--- src/rtl/uart_fifo_pkg.sv ---
package uart_fifo_pkg;
    localparam int unsigned QDEPTH = 16;
    localparam int unsigned CNT_W  = $clog2(QDEPTH + 1);

    typedef struct packed {
        logic       en;
        logic       dma;
        logic [1:0] trig;
    } ctl_t;

    function automatic logic [CNT_W-1:0] trig_level(input logic en, input logic [1:0] code);
        logic [CNT_W-1:0] lvl;
        if (!en) begin
            lvl = CNT_W'(1);
        end else begin
            case (code)
                2'd0:    lvl = CNT_W'(1);
                2'd1:    lvl = CNT_W'(4);
                2'd2:    lvl = CNT_W'(8);
                default: lvl = CNT_W'(14);
            endcase
        end
        return lvl;
    endfunction
endpackage

--- src/rtl/uart_fcr_reg.sv ---
module uart_fcr_reg
    import uart_fifo_pkg::*;
(
    input  logic       clk,
    input  logic       rst_n,
    input  logic       we,
    input  logic [7:0] wdata,
    output ctl_t       ctl,
    output logic       rx_flush,
    output logic       tx_flush
);
    localparam int unsigned B_EN = 0, B_RXC = 1, B_TXC = 2, B_DMA = 3, B_TRIG = 6;

    ctl_t ctl_d, ctl_q;
    logic mode_change;
    logic unused_rsvd;

    assign unused_rsvd = ^wdata[5:4];

    always_comb begin
        ctl_d       = ctl_q;
        mode_change = we && (wdata[B_EN] != ctl_q.en);
        rx_flush    = mode_change || (we && wdata[B_EN] && wdata[B_RXC]);
        tx_flush    = mode_change || (we && wdata[B_EN] && wdata[B_TXC]);
        if (we) begin
            ctl_d.en = wdata[B_EN];
            if (wdata[B_EN]) begin
                ctl_d.dma  = wdata[B_DMA];
                ctl_d.trig = wdata[B_TRIG +: 2];
            end
        end
    end

    always_ff @(posedge clk) begin
        if (!rst_n) ctl_q <= '0;
        else        ctl_q <= ctl_d;
    end

    assign ctl = ctl_q;


    hold_fields_chk: assert property (@(posedge clk) disable iff (!rst_n)
        (we && !wdata[B_EN]) |=> ($stable(ctl_q.trig) && $stable(ctl_q.dma) && !ctl_q.en));
endmodule

--- src/rtl/uart_byte_fifo.sv ---
module uart_byte_fifo
    import uart_fifo_pkg::*;
#(
    parameter int unsigned DEPTH = QDEPTH,
    parameter int unsigned DW    = 8
) (
    input  logic             clk,
    input  logic             rst_n,
    input  logic             flush,
    input  logic [CNT_W-1:0] cap,
    input  logic             push,
    input  logic [DW-1:0]    wdata,
    input  logic             pop,
    output logic [DW-1:0]    rdata,
    output logic [CNT_W-1:0] count,
    output logic             drop
);
    localparam int unsigned PW = $clog2(DEPTH);

    typedef struct packed {
        logic [PW-1:0]    wr;
        logic [PW-1:0]    rd;
        logic [CNT_W-1:0] cnt;
    } fst_t;

    fst_t st_d, st_q;
    logic [DW-1:0] mem_q [DEPTH];
    logic pop_ok, push_ok;

    function automatic logic [PW-1:0] nxt(input logic [PW-1:0] p);
        return (p == PW'(DEPTH - 1)) ? '0 : p + PW'(1);
    endfunction

    always_comb begin
        st_d    = st_q;
        pop_ok  = pop && (st_q.cnt != '0) && !flush;
        push_ok = push && !flush && ((st_q.cnt < cap) || pop_ok);
        drop    = push && !flush && !push_ok;
        if (flush) begin
            st_d = '0;
        end else begin
            if (pop_ok)  st_d.rd = nxt(st_q.rd);
            if (push_ok) st_d.wr = nxt(st_q.wr);
            st_d.cnt = st_q.cnt + CNT_W'(push_ok) - CNT_W'(pop_ok);
        end
    end

    always_ff @(posedge clk) begin
        if (!rst_n) st_q <= '0;
        else        st_q <= st_d;
    end

    always_ff @(posedge clk) begin
        if (push_ok) mem_q[st_q.wr] <= wdata;
    end

    assign rdata = mem_q[st_q.rd];
    assign count = st_q.cnt;


    within_cap_chk: assert property (@(posedge clk) disable iff (!rst_n) st_q.cnt <= cap);

    no_underflow_chk: assert property (@(posedge clk) disable iff (!rst_n)
        (pop && !push && st_q.cnt == '0) |=> (st_q.cnt == '0));

    flush_empties_chk: assert property (@(posedge clk) disable iff (!rst_n)
        flush |=> (st_q.cnt == '0));
endmodule

--- src/rtl/uart_rx_trigger.sv ---
module uart_rx_trigger
    import uart_fifo_pkg::*;
(
    input  logic             clk,
    input  logic             rst_n,
    input  ctl_t             ctl,
    input  logic [CNT_W-1:0] rx_count,
    input  logic             rx_drop,
    input  logic             rx_flush,
    output logic             irq,
    output logic             overrun
);
    typedef struct packed {
        logic ovr;
    } tst_t;

    tst_t st_d, st_q;
    logic [CNT_W-1:0] level;

    always_comb begin
        level = trig_level(ctl.en, ctl.trig);
        irq   = (rx_count >= level);
        st_d  = st_q;
        if (rx_flush)     st_d.ovr = 1'b0;
        else if (rx_drop) st_d.ovr = 1'b1;
    end

    always_ff @(posedge clk) begin
        if (!rst_n) st_q <= '0;
        else        st_q <= st_d;
    end

    assign overrun = st_q.ovr;


    irq_needs_data_chk: assert property (@(posedge clk) disable iff (!rst_n)
        irq |-> (rx_count != '0));

    overrun_sets_chk: assert property (@(posedge clk) disable iff (!rst_n)
        (rx_drop && !rx_flush) |=> overrun);
endmodule

--- src/rtl/uart_fifo_ctrl.sv ---
module uart_fifo_ctrl
    import uart_fifo_pkg::*;
(
    input  logic             clk,
    input  logic             rst_n,
    input  logic             ctl_we,
    input  logic [7:0]       ctl_wdata,
    input  logic             rx_push,
    input  logic [7:0]       rx_wdata,
    input  logic             rx_pop,
    output logic [7:0]       rx_rdata,
    output logic [CNT_W-1:0] rx_count,
    output logic             rx_overrun,
    output logic             rx_irq,
    input  logic             tx_push,
    input  logic [7:0]       tx_wdata,
    input  logic             tx_pop,
    output logic [7:0]       tx_rdata,
    output logic [CNT_W-1:0] tx_count,
    output logic             fifo_mode,
    output logic             dma_mode
);
    localparam int unsigned NDIR = 2;

    ctl_t             ctl;
    logic             rx_flush, tx_flush;
    logic [CNT_W-1:0] cap;
    logic             q_flush [NDIR];
    logic             q_push  [NDIR];
    logic             q_pop   [NDIR];
    logic [7:0]       q_wdata [NDIR];
    logic [7:0]       q_rdata [NDIR];
    logic [CNT_W-1:0] q_count [NDIR];
    logic             q_drop  [NDIR];

    uart_fcr_reg i_fcr (
        .clk(clk), .rst_n(rst_n), .we(ctl_we), .wdata(ctl_wdata),
        .ctl(ctl), .rx_flush(rx_flush), .tx_flush(tx_flush)
    );

    assign cap = ctl.en ? CNT_W'(QDEPTH) : CNT_W'(1);

    assign q_flush[0] = rx_flush;  assign q_flush[1] = tx_flush;
    assign q_push[0]  = rx_push;   assign q_push[1]  = tx_push;
    assign q_pop[0]   = rx_pop;    assign q_pop[1]   = tx_pop;
    assign q_wdata[0] = rx_wdata;  assign q_wdata[1] = tx_wdata;

    for (genvar g = 0; g < NDIR; g++) begin : g_queue
        uart_byte_fifo #(.DEPTH(QDEPTH), .DW(8)) i_q (
            .clk(clk), .rst_n(rst_n), .flush(q_flush[g]), .cap(cap),
            .push(q_push[g]), .wdata(q_wdata[g]), .pop(q_pop[g]),
            .rdata(q_rdata[g]), .count(q_count[g]), .drop(q_drop[g])
        );
    end

    logic unused_tx_drop;
    assign unused_tx_drop = q_drop[1];

    uart_rx_trigger i_trig (
        .clk(clk), .rst_n(rst_n), .ctl(ctl), .rx_count(q_count[0]),
        .rx_drop(q_drop[0]), .rx_flush(rx_flush), .irq(rx_irq), .overrun(rx_overrun)
    );

    assign rx_rdata  = q_rdata[0];
    assign rx_count  = q_count[0];
    assign tx_rdata  = q_rdata[1];
    assign tx_count  = q_count[1];
    assign fifo_mode = ctl.en;
    assign dma_mode  = ctl.en && ctl.dma;


    dma_needs_fifo_chk: assert property (@(posedge clk) disable iff (!rst_n)
        dma_mode |-> fifo_mode);

    single_slot_chk: assert property (@(posedge clk) disable iff (!rst_n)
        !fifo_mode |-> (rx_count <= CNT_W'(1) && tx_count <= CNT_W'(1)));

    full_swap_chk: assert property (@(posedge clk) disable iff (!rst_n)
        (fifo_mode && rx_count == CNT_W'(QDEPTH) && rx_push && rx_pop && !ctl_we)
        |=> (rx_count == CNT_W'(QDEPTH)));
endmodule

--- config.mk ---
export PLATFORM = sky130hd
export DESIGN_NAME = uart_fifo_ctrl
export DESIGN_NICKNAME = d
export VERILOG_FILES = /design/src/rtl/uart_fifo_pkg.sv /design/src/rtl/uart_fcr_reg.sv /design/src/rtl/uart_byte_fifo.sv /design/src/rtl/uart_rx_trigger.sv /design/src/rtl/uart_fifo_ctrl.sv
export SDC_FILE = /design/constraint.sdc
export NUM_CORES = 1
export LEC_CHECK = 0
export BUFFER_PORTS_ARGS = -buffer_cell sky130_fd_sc_hd__buf_4
export CAP_MARGIN = 20
export CORE_UTILIZATION = 50
export CTS_CLUSTER_SIZE = 14
export DETAILED_ROUTE_END_ITERATION = 6
export HOLD_SLACK_MARGIN = 0.03
export PLACE_DENSITY = 0.7
export SKIP_LAST_GASP = 1
export SYNTH_ARGS = -nofsm -noshare
export SYNTH_HDL_FRONTEND = slang
export SYNTH_SLANG_ARGS = --single-unit
export TNS_END_PERCENT = 20
--- constraint.sdc ---
create_clock -name clk -period 2.8 [get_ports clk]
set_input_delay 0.56 -clock clk [delete_from_list [all_inputs] [get_ports clk]]
set_output_delay 0.56 -clock clk [all_outputs]
set_load 0.02 [all_outputs]
==> flow_summary.json, run 1 <==
{
  "drt_wl_total_um": 23500,
  "first_pass_iters": 4,
  "area_delta_synth_final_pct": 18.1,
  "outcome": "finished with violations",
  "vias_per_cell": 5.74,
  "drive_above_1_share": 0.315,
  "whs_ps": 307,
  "rsz0062_at_grt": "true",
  "ir_drop_uv": 525,
  "synth-edff-count": 256,
  "place_congestion": 0.823,
  "finalInstanceArea_um2": 14400,
  "grt-busiest-layer": "met2",
  "synth.avg_cell_area_um2": 18.8,
  "power.total_mw": 11.5,
  "synth_area_um2": 12100,
  "post-route-drc-count": 0,
  "fin_crit_sh": 1.05,
  "slew_viol_final": 0,
  "synth_top_cell_area_share": 0.633,
  "synth_seq_cells": 295,
  "vias": 6216,
  "async_flop_share": 0,
  "ctsLongestPathBuffers": 3,
  "final_common_cell": "edfxtp_1",
  "cts_tree": "yes",
  "grt_max_degree": 33,
  "rows": 56,
  "dp_hpwl_um": 15100,
  "use_met2": 0.335,
  "worstPathMaxFanout": 8,
  "max_freq_mhz": 342,
  "skew_ps": 21.2,
  "numCtsBuffers": 29,
  "min_period_ps": 2930,
  "hp-class": "in2reg",
  "worstPathArrival_ps": 2370,
  "yosys.area.top_type": "edfxtp_1",
  "nNetsFinal": 806,
  "grt_overflow": 0,
  "final_cells": 1083,
  "grt_pass1_vias": 6571,
  "crit_type": "reg2out",
  "grt_pass1_wl_um": 36700,
  "comb_power_share": 0.213,
  "power_switching_mw": 2.91,
  "pre_cts_slack_ps": 37.3,
  "cts.sinks": 295,
  "cap_viol_max_count": 0,
  "clock_latency_ps": 540,
  "utilization": 0.606,
  "clockRootBuffer": "clkbuf_16",
  "port_buffers": 58,
  "worstSetupStartpointType": "flip-flop",
  "met1_usage": 0.273,
  "drt_iter0_drc": 439,
  "cts.htree.levels": 1,
  "p_leak_nw": 4.89,
  "track_usage": 0.198,
  "die_h_um": 158,
  "clk_pin_slew_worst_paths_ps": 60,
  "p_clk_frac": 0.348,
  "hold_viol": 0,
  "die_w_um": 158,
  "ios": 61,
  "insertedDiodeCount": 0,
  "fillers": 1738,
  "grt_use_met3": 0.0274,
  "ys_warn_count": 0,
  "antenna_found_initial": 0,
  "seq_power_share": 0.439,
  "final_cell_mix": "edfxtp_1, mux4_2, buf_4, dfxtp_1, ha_1",
  "violations": "setup timing",
  "synth_ff_type": "edfxtp_1",
  "die-area_um2": 24900,
  "finalSetupViolCount": 17,
  "core_region_area_um2": 23700,
  "relSlewSlack": 0.573,
  "start_util": 0.513,
  "powerDensity_nw_per_um2": 805,
  "route.detailed.wl_per_inst_um": 21.7,
  "tightestPinTransition_ps": 640,
  "synth.area.top_cells": "edfxtp_1, mux4_2, dfxtp_1",
  "dpl_cell_area_um2": 13100,
  "dp.cells": 1022,
  "synth.distinct_cells": 51,
  "intPower_mw": 8.64,
  "finalSetupTns_ps": -1570,
  "finalWorstSetupSlack_ps": -126,
  "antenna_left": 0,
  "holdBufCountCts": 0,
  "synth_nets": 709,
  "swShare": 0.252,
  "ys_seq_area_frac": 0.697,
  "crit_required_ps": 2240,
  "syn_inst": 645,
  "end_kind": "primary output"
}
-- worst max-delay path, cell delays in order, from the launching register on --
cell     delay (ps)
dfxtp_4         400
buf_6           200
mux4_2          550
mux4_2          520
buf_6           150
-- power groups by stage --
| stage | logic (mW) | registers (mW) | clock network, mW |
|---|---|---|---|
| 2_1_floorplan | 1.65 | 5.12 | 0 |
| 3_3_place_gp | 2.24 | 5.14 | 0 |
| 3_5_place_dp | 2.32 | 5.15 | 0 |
| 4_1_cts | 2.51 | 5.07 | 4.07 |
| 5_1_grt | 2.69 | 5.09 | 4.24 |
| 6_report | 2.46 | 5.07 | 4.01 |
-- cells in the mapped netlist (3+ instances only) --
master    number
ha_1          31
a21o_1         4
edfxtp_1     256
clkbuf_1      11
dfxtp_1       39
mux2i_1        4
buf_1          4
and3_1        30
nor3b_1        4
o31ai_2        3
nand2_1       14
nor4_1         3
and2_1         5
o21ai_0       11
o211ai_1       3
nor2b_1        4
nor2_1        17
mux4_2        80
o21ai_1        5
or4_1          3
buf_2          8
buf_4         10
inv_1         21
a21boi_0       4
or3_1          4
a21oi_1       19
nand2b_1       5
xor2_1         4
nand3_1        7
-- repair_timing --
action                                  CTS  global route
setup buffers                             5             1
resized for setup                        14             6
hold endpoints to repair                  0             0
pin swaps                                 0             0
cloned                                    5             0
endpoints found under the setup margin   18            19
-- per-layer routing --
layer  part of all wire  up-vias  routed length [µm]
met4              0.012        0                 291
met5                  0        -                   0
li1                   -     2797                   -
met2               0.50      171               11800
met3              0.052       22                1210
met1               0.43     3226               10200
-- flip-flops by register name (all words and copies together) (netlist names), named ones only --
signal             flops
g_queue.i_q.count     10
g_queue.i_q.mem_q    256
g_queue.i_q.st_q      16
i_fcr.ctl              4
i_trig.overrun         1
-- final cells by class --
class | instances | area, µm² | area share
sequential | 295 | 8480 | 0.591
inverter | 21 | 78.8 | 0.00549
clock inverter | 15 | 229 | 0.0160
tap | 319 | 399 | 0.0278
multi-input combinational | 294 | 3430 | 0.239
clock buffer | 38 | 759 | 0.0529
timing repair buffer | 101 | 976 | 0.0680
-- final timing paths --
path	slack, ps	to	startpoint	depth (start not counted)
setup / recovery	-130	rx_rdata[4]	flip-flop	4
hold / removal	310	i_trig.overrun	rx_push	3
setup reg to reg	10	g_queue[0].i_q.count[4]	g_queue[0].i_q.count[2]	11
hold reg to reg	470	i_fcr.ctl[2]	i_fcr.ctl[2]	2
-- logic make-up (layout without fill, tap and decap cells) --
logic type,count (synthesis),in the layout,share of synthesized area
flip-flops,295,295,0.697
multiplexers,84,84,0.152
AND/OR/NAND/NOR,108,108,0.0523
buffers and inverters,56,175,0.0225
XOR/XNOR,6,6,0.00433
AO/OA/AOI/OAI,63,63,0.0371
adder cells (fa/ha/maj),33,33,0.0352
Power figures use the tool's default switching activity.
==> inputs of run 2 (changes only) <==
- CORE_ASPECT_RATIO: not set -> 0.8
==> run 2 against run 1 <==
Net effect:
- the flow still finishes with violations (setup timing)
- sequential cell count stayed put
- design area is 0.21% lower
- power is 4.0% lower
- non-clock buffer count is 16 higher
- worst hold slack worse by 14 ps
- critical path type unchanged
- highest routed layer is now met5
==> flow_summary.json, run 2 (synthesis results as in run 1) <==
{
  "grt_pass1_wl_um": 39400,
  "antenna_left": 0,
  "swShare": 0.267,
  "vias": 6431,
  "vias_per_cell": 5.89,
  "cts_tree": "yes",
  "hp-start": "rx_wdata[0]",
  "r2r_slack_ps": -20,
  "hold_viol": 0,
  "drt_wl_total_um": 25700,
  "cap_viol_max_count": 0,
  "finalSetupViolCount": 17,
  "grt_pass1_vias": 6636,
  "crit_type": "reg2out",
  "relSlewSlack": 0.639,
  "multi_input_area_um2": 3430,
  "hold_depth": 1,
  "timing.rr.start": "g_queue[0].i_q.count[3]",
  "intPower_mw": 8.12,
  "route.met3.wl_um": 1810,
  "cts.htree.levels": 1,
  "fillers": 1676,
  "skew_ps": 24.3,
  "cp_cell_sequence": "buf_16, mux4_2, mux4_2, buf_4",
  "final_cell_mix": "edfxtp_1, buf_4, mux4_2, dfxtp_1, ha_1",
  "ctsLongestPathBuffers": 3,
  "rsz0062_at_grt": "true",
  "outcome": "finished with violations",
  "post-route-drc-count": 0,
  "p_clk_frac": 0.318,
  "cts.sinks": 295,
  "dpl_cell_area_um2": 13200,
  "whs_ps": 293,
  "slew_viol_final": 0,
  "insertedDiodeCount": 0,
  "seqCellArea_um2": 8490,
  "violations": "setup timing",
  "powerDensity_nw_per_um2": 774,
  "antenna_found_initial": 2,
  "rows": 50,
  "wl_met2_um": 12300,
  "die-area_um2": 24900,
  "clockRootBuffer": "clkbuf_16",
  "crit_required_ps": 2240,
  "holdBufCountCts": 0,
  "area_delta_synth_final_pct": 17.9,
  "highest_layer": "met5",
  "clock_latency_ps": 560,
  "critPathSlowestCell": "mux4_2",
  "comb_power_share": 0.223,
  "seq_power_share": 0.459,
  "final_common_cell": "edfxtp_1",
  "die_w_um": 176,
  "numCtsBuffers": 28,
  "max_freq_mhz": 338,
  "drive_above_1_share": 0.332,
  "grt_max_degree": 33,
  "r2r-end": "g_queue[0].i_q.count[4]",
  "track_usage": 0.214,
  "first_pass_iters": 5,
  "regMostFlops": "g_queue.i_q.mem_q",
  "fin_crit_sh": 1.06,
  "grt_overflow": 0,
  "hold_end": "g_queue[0].i_q.mem_q[1][0]",
  "worstPathMaxFanout": 16,
  "core_region_area_um2": 23600,
  "min_period_ps": 2950,
  "tightestPinTransition_ps": 541,
  "cpPeakStageDelay_ps": 540,
  "route.detailed.wl_per_inst_um": 23.5,
  "power_switching_mw": 2.96,
  "nNetsFinal": 821,
  "final_cells": 1091,
  "worstPathArrival_ps": 2390,
  "crit_top_cell": "mux4_2",
  "ir_drop_uv": 628,
  "dp.cells": 1030,
  "clk_pin_slew_worst_paths_ps": 70,
  "finalInstanceArea_um2": 14300,
  "m1WireLength_um": 11200,
  "finalWorstSetupSlack_ps": -155,
  "ff2ff_path_depth": 11,
  "largest_register_ffs": 256,
  "port_buffers": 58,
  "die_h_um": 141,
  "p_leak_nw": 4.91,
  "ios": 61,
  "start_util": 0.514,
  "dp_hpwl_um": 15500,
  "drt_iter0_drc": 646,
  "end_kind": "primary output",
  "hp-class": "in2reg",
  "worstSetupStartpointType": "flip-flop",
  "place_congestion": 0.831,
  "utilization": 0.606
}
==> run 2: cell count changes in the layout (fill, tap and decap cells not counted), sizes merged <==
cell,delta
buf,+16
bufinv,-5
clkbuf,-4
clkinv,+8
clkinvlp,+1
inv,-1
==> run 2: timing repair <==
item / in CTS / in global routing
pin swaps: 0 / 1
buffers inserted: 2 / 3
resized for setup: 17 / 8
cloned: 5 / 0
setup endpoints to repair: 17 / 19
==> run 2: worst max-delay path by stage <==
stage	startpoint	endpoint	cells past startpoint
after detailed placement	g_queue[0].i_q.count[2]	g_queue[0].i_q.count[4]	11
final	flip-flop	tx_rdata[6]	4
after global placement	g_queue[1].i_q.count[2]	g_queue[1].i_q.count[4]	12
after floorplan	g_queue[1].i_q.count[2]	g_queue[1].i_q.count[4]	12
after CTS	flip-flop	tx_rdata[0]	4
after global routing	flip-flop	tx_rdata[6]	4
==> run 2: metrics by stage <==
| step | power (mW) | TNS, ps | setup WS (ps) |
|---|---|---|---|
| global placement | 7.35 | 0 | 136 |
| detailed placement | 7.46 | 0 | 26.7 |
| finish | 11.1 | -1660 | -155 |
| global route | 11.6 | -3060 | -218 |
| CTS | 11.1 | -2430 | -155 |
| floorplan | 6.77 | 0 | 34.8 |
==> run 2: final cells by class <==
type	instances	share of cell area
Clock buffer	34	0.0505
Timing Repair Buffer	117	0.0748
Sequential cell	295	0.593
Multi-Input combinational cell	294	0.240
Clock inverter	18	0.00952
Inverter	21	0.00550
Tap cell	312	0.0273
==> run 2: layer usage <==
metal,up-vias,track usage
met1,3333,0.314
met4,4,0.0458
met3,40,0.0380
met2,229,0.339
li1,2825,-
met5,-,0
==> run 2: worst max-delay path: cells and delay by family, from the launching register on <==
family,cells,cell delay (ps)
mux,2,1040
flops,1,430
buf+inv,2,380
==> run 2: power by group through the flow <==
stage               clock network [mW]  logic [mW]  registers, mW
global route                      3.77        2.69           5.10
global placement                     0        2.21           5.15
detailed placement                   0        2.30           5.16
finish                            3.52        2.48           5.08
CTS                               3.59        2.47           5.08
floorplan                            0        1.65           5.12
==> inputs of run 3 (changes only) <==
- CORE_MARGIN: not set -> 2
- RECOVER_POWER: not set -> 100
==> run 3 against run 2 <==
Net effect:
- die area grew 2.6%
- the flow still finishes with violations (setup timing)
- register-to-register slack better by 30 ps
- cell count about the same
- critical endpoint is now rx_rdata[6]
- highest routed layer is now met4
==> flow_summary.json, run 3 (synthesis results as in run 1) <==
{
  "final_cells": 1090,
  "swShare": 0.263,
  "track_usage": 0.202,
  "violations": "setup timing",
  "cap_viol_max_count": 0,
  "clockRootBuffer": "clkbuf_16",
  "post-route-drc-count": 0,
  "die-area_um2": 25600,
  "hold_viol": 0,
  "clk_pin_slew_worst_paths_ps": 60,
  "timing.rr.start": "g_queue[0].i_q.count[2]",
  "rsz0062_at_grt": "true",
  "vias_per_cell": 5.83,
  "skew_ps": 19.4,
  "dpl_cell_area_um2": 13300,
  "start_util": 0.514,
  "p_clk_frac": 0.335,
  "nNetsFinal": 820,
  "vias": 6353,
  "r2r-end": "g_queue[0].i_q.count[4]",
  "worstSetupStartpointType": "flip-flop",
  "regMostFlops": "g_queue.i_q.mem_q",
  "dp.cells": 1031,
  "die_w_um": 178,
  "place_congestion": 0.830,
  "r2r_slack_ps": 10,
  "die_h_um": 143,
  "antenna_left": 0,
  "numCtsBuffers": 28,
  "clock_latency_ps": 560,
  "first_pass_iters": 7,
  "intPower_mw": 8.24,
  "finalSetupTns_ps": -2060,
  "endpoint": "rx_rdata[6]",
  "seq_power_share": 0.455,
  "comb_power_share": 0.210,
  "whs_ps": 297,
  "power.total_mw": 11.2,
  "ctsLongestPathBuffers": 3,
  "grt_pass1_wl_um": 38200,
  "grt_pass1_vias": 6567,
  "final_cell_mix": "edfxtp_1, mux4_2, clkbuf_1, dfxtp_1",
  "ff2ff_path_depth": 13,
  "tightestPinTransition_ps": 804,
  "grt_max_degree": 33,
  "cts.sinks": 295,
  "largest_register_ffs": 256,
  "power_switching_mw": 2.93,
  "powerDensity_nw_per_um2": 791,
  "drive_above_1_share": 0.274,
  "relSlewSlack": 0.464,
  "end_kind": "primary output",
  "worstPathArrival_ps": 2380,
  "outcome": "finished with violations",
  "utilization": 0.597,
  "grt_overflow": 0,
  "min_period_ps": 2940,
  "crit_required_ps": 2240,
  "fin_crit_sh": 1.05,
  "drt_wl_total_um": 24900,
  "antenna_found_initial": 1,
  "max_freq_mhz": 340,
  "worstPathMaxFanout": 8,
  "pre_cts_slack_ps": 66.6,
  "p_leak_nw": 4.76,
  "crit_type": "reg2out",
  "finalSetupViolCount": 17,
  "cts.htree.levels": 1,
  "area_delta_synth_final_pct": 16.2,
  "hp-class": "in2reg",
  "finalWorstSetupSlack_ps": -137,
  "dp_hpwl_um": 15500,
  "finalInstanceArea_um2": 14100,
  "rows": 50,
  "slew_viol_final": 0,
  "final_common_cell": "edfxtp_1",
  "drt_iter0_drc": 547,
  "core_region_area_um2": 23600,
  "cts_tree": "yes",
  "port_buffers": 58,
  "route.detailed.wl_per_inst_um": 22.8,
  "ir_drop_uv": 493,
  "ios": 61,
  "holdBufCountCts": 0
}
[run 3: changes by cell type in the layout (fill, tap and decap cells not counted), sizes merged]
cell,previous run,this run
buf,117,52
bufinv,1,3
clkbuf,34,99
clkinv,15,11
diode,0,1
[run 3: worst min-delay path by stage]
stage	from	end	slack, ps	cells past startpoint
after CTS	tx_wdata[6]	g_queue[1].i_q.mem_q[15][6]	270	1
final	rx_push	i_trig.overrun	300	3
after floorplan	i_fcr.ctl[2]	i_fcr.ctl[2]	440	2
after global routing	rst_n	i_fcr.ctl[3]	310	2
after global placement	i_fcr.ctl[2]	i_fcr.ctl[2]	450	2
after detailed placement	i_fcr.ctl[2]	i_fcr.ctl[2]	490	2
[run 3: per-layer routing]
metal  GRT usage  up-vias  part of all wire
met5           0        -                 0
met4      0.0407        0             0.015
met3      0.0370       28             0.070
met2       0.314      200              0.46
met1       0.304     3293              0.45
li1            -     2832                 -
[run 3: timing repair]
action                                  4_1_cts  5_1_grt
endpoints found under the setup margin       17       19
gates resized for setup                      14        2
setup buffers                                 3        0
gates cloned                                  5        0
endpoints found under the hold margin         0        0
[run 3: final cells by class]
cell class	count	area, µm²
clock inverter	16	178
timing repair buffer	116	855
sequential	295	8480
multi-input combinational	294	3390
antenna	1	2.50
fill	1731	9530
tap	312	390
inverter	21	78.8
clock buffer	35	747
[run 3: power groups by stage]
stage	clock (mW)	combinational [mW]	sequential [mW]
detailed placement	0	2.32	5.15
global placement	0	2.24	5.14
finish	3.75	2.35	5.08
CTS	3.82	2.49	5.08
global route	3.99	2.57	5.10
floorplan	0	1.65	5.12
[run 3: worst max-delay path: stages, from the launching register on]
cell,delay (ps)
dfxtp_4,400
buf_12,110
buf_16,140
mux4_2,520
mux4_2,480
buf_4,170
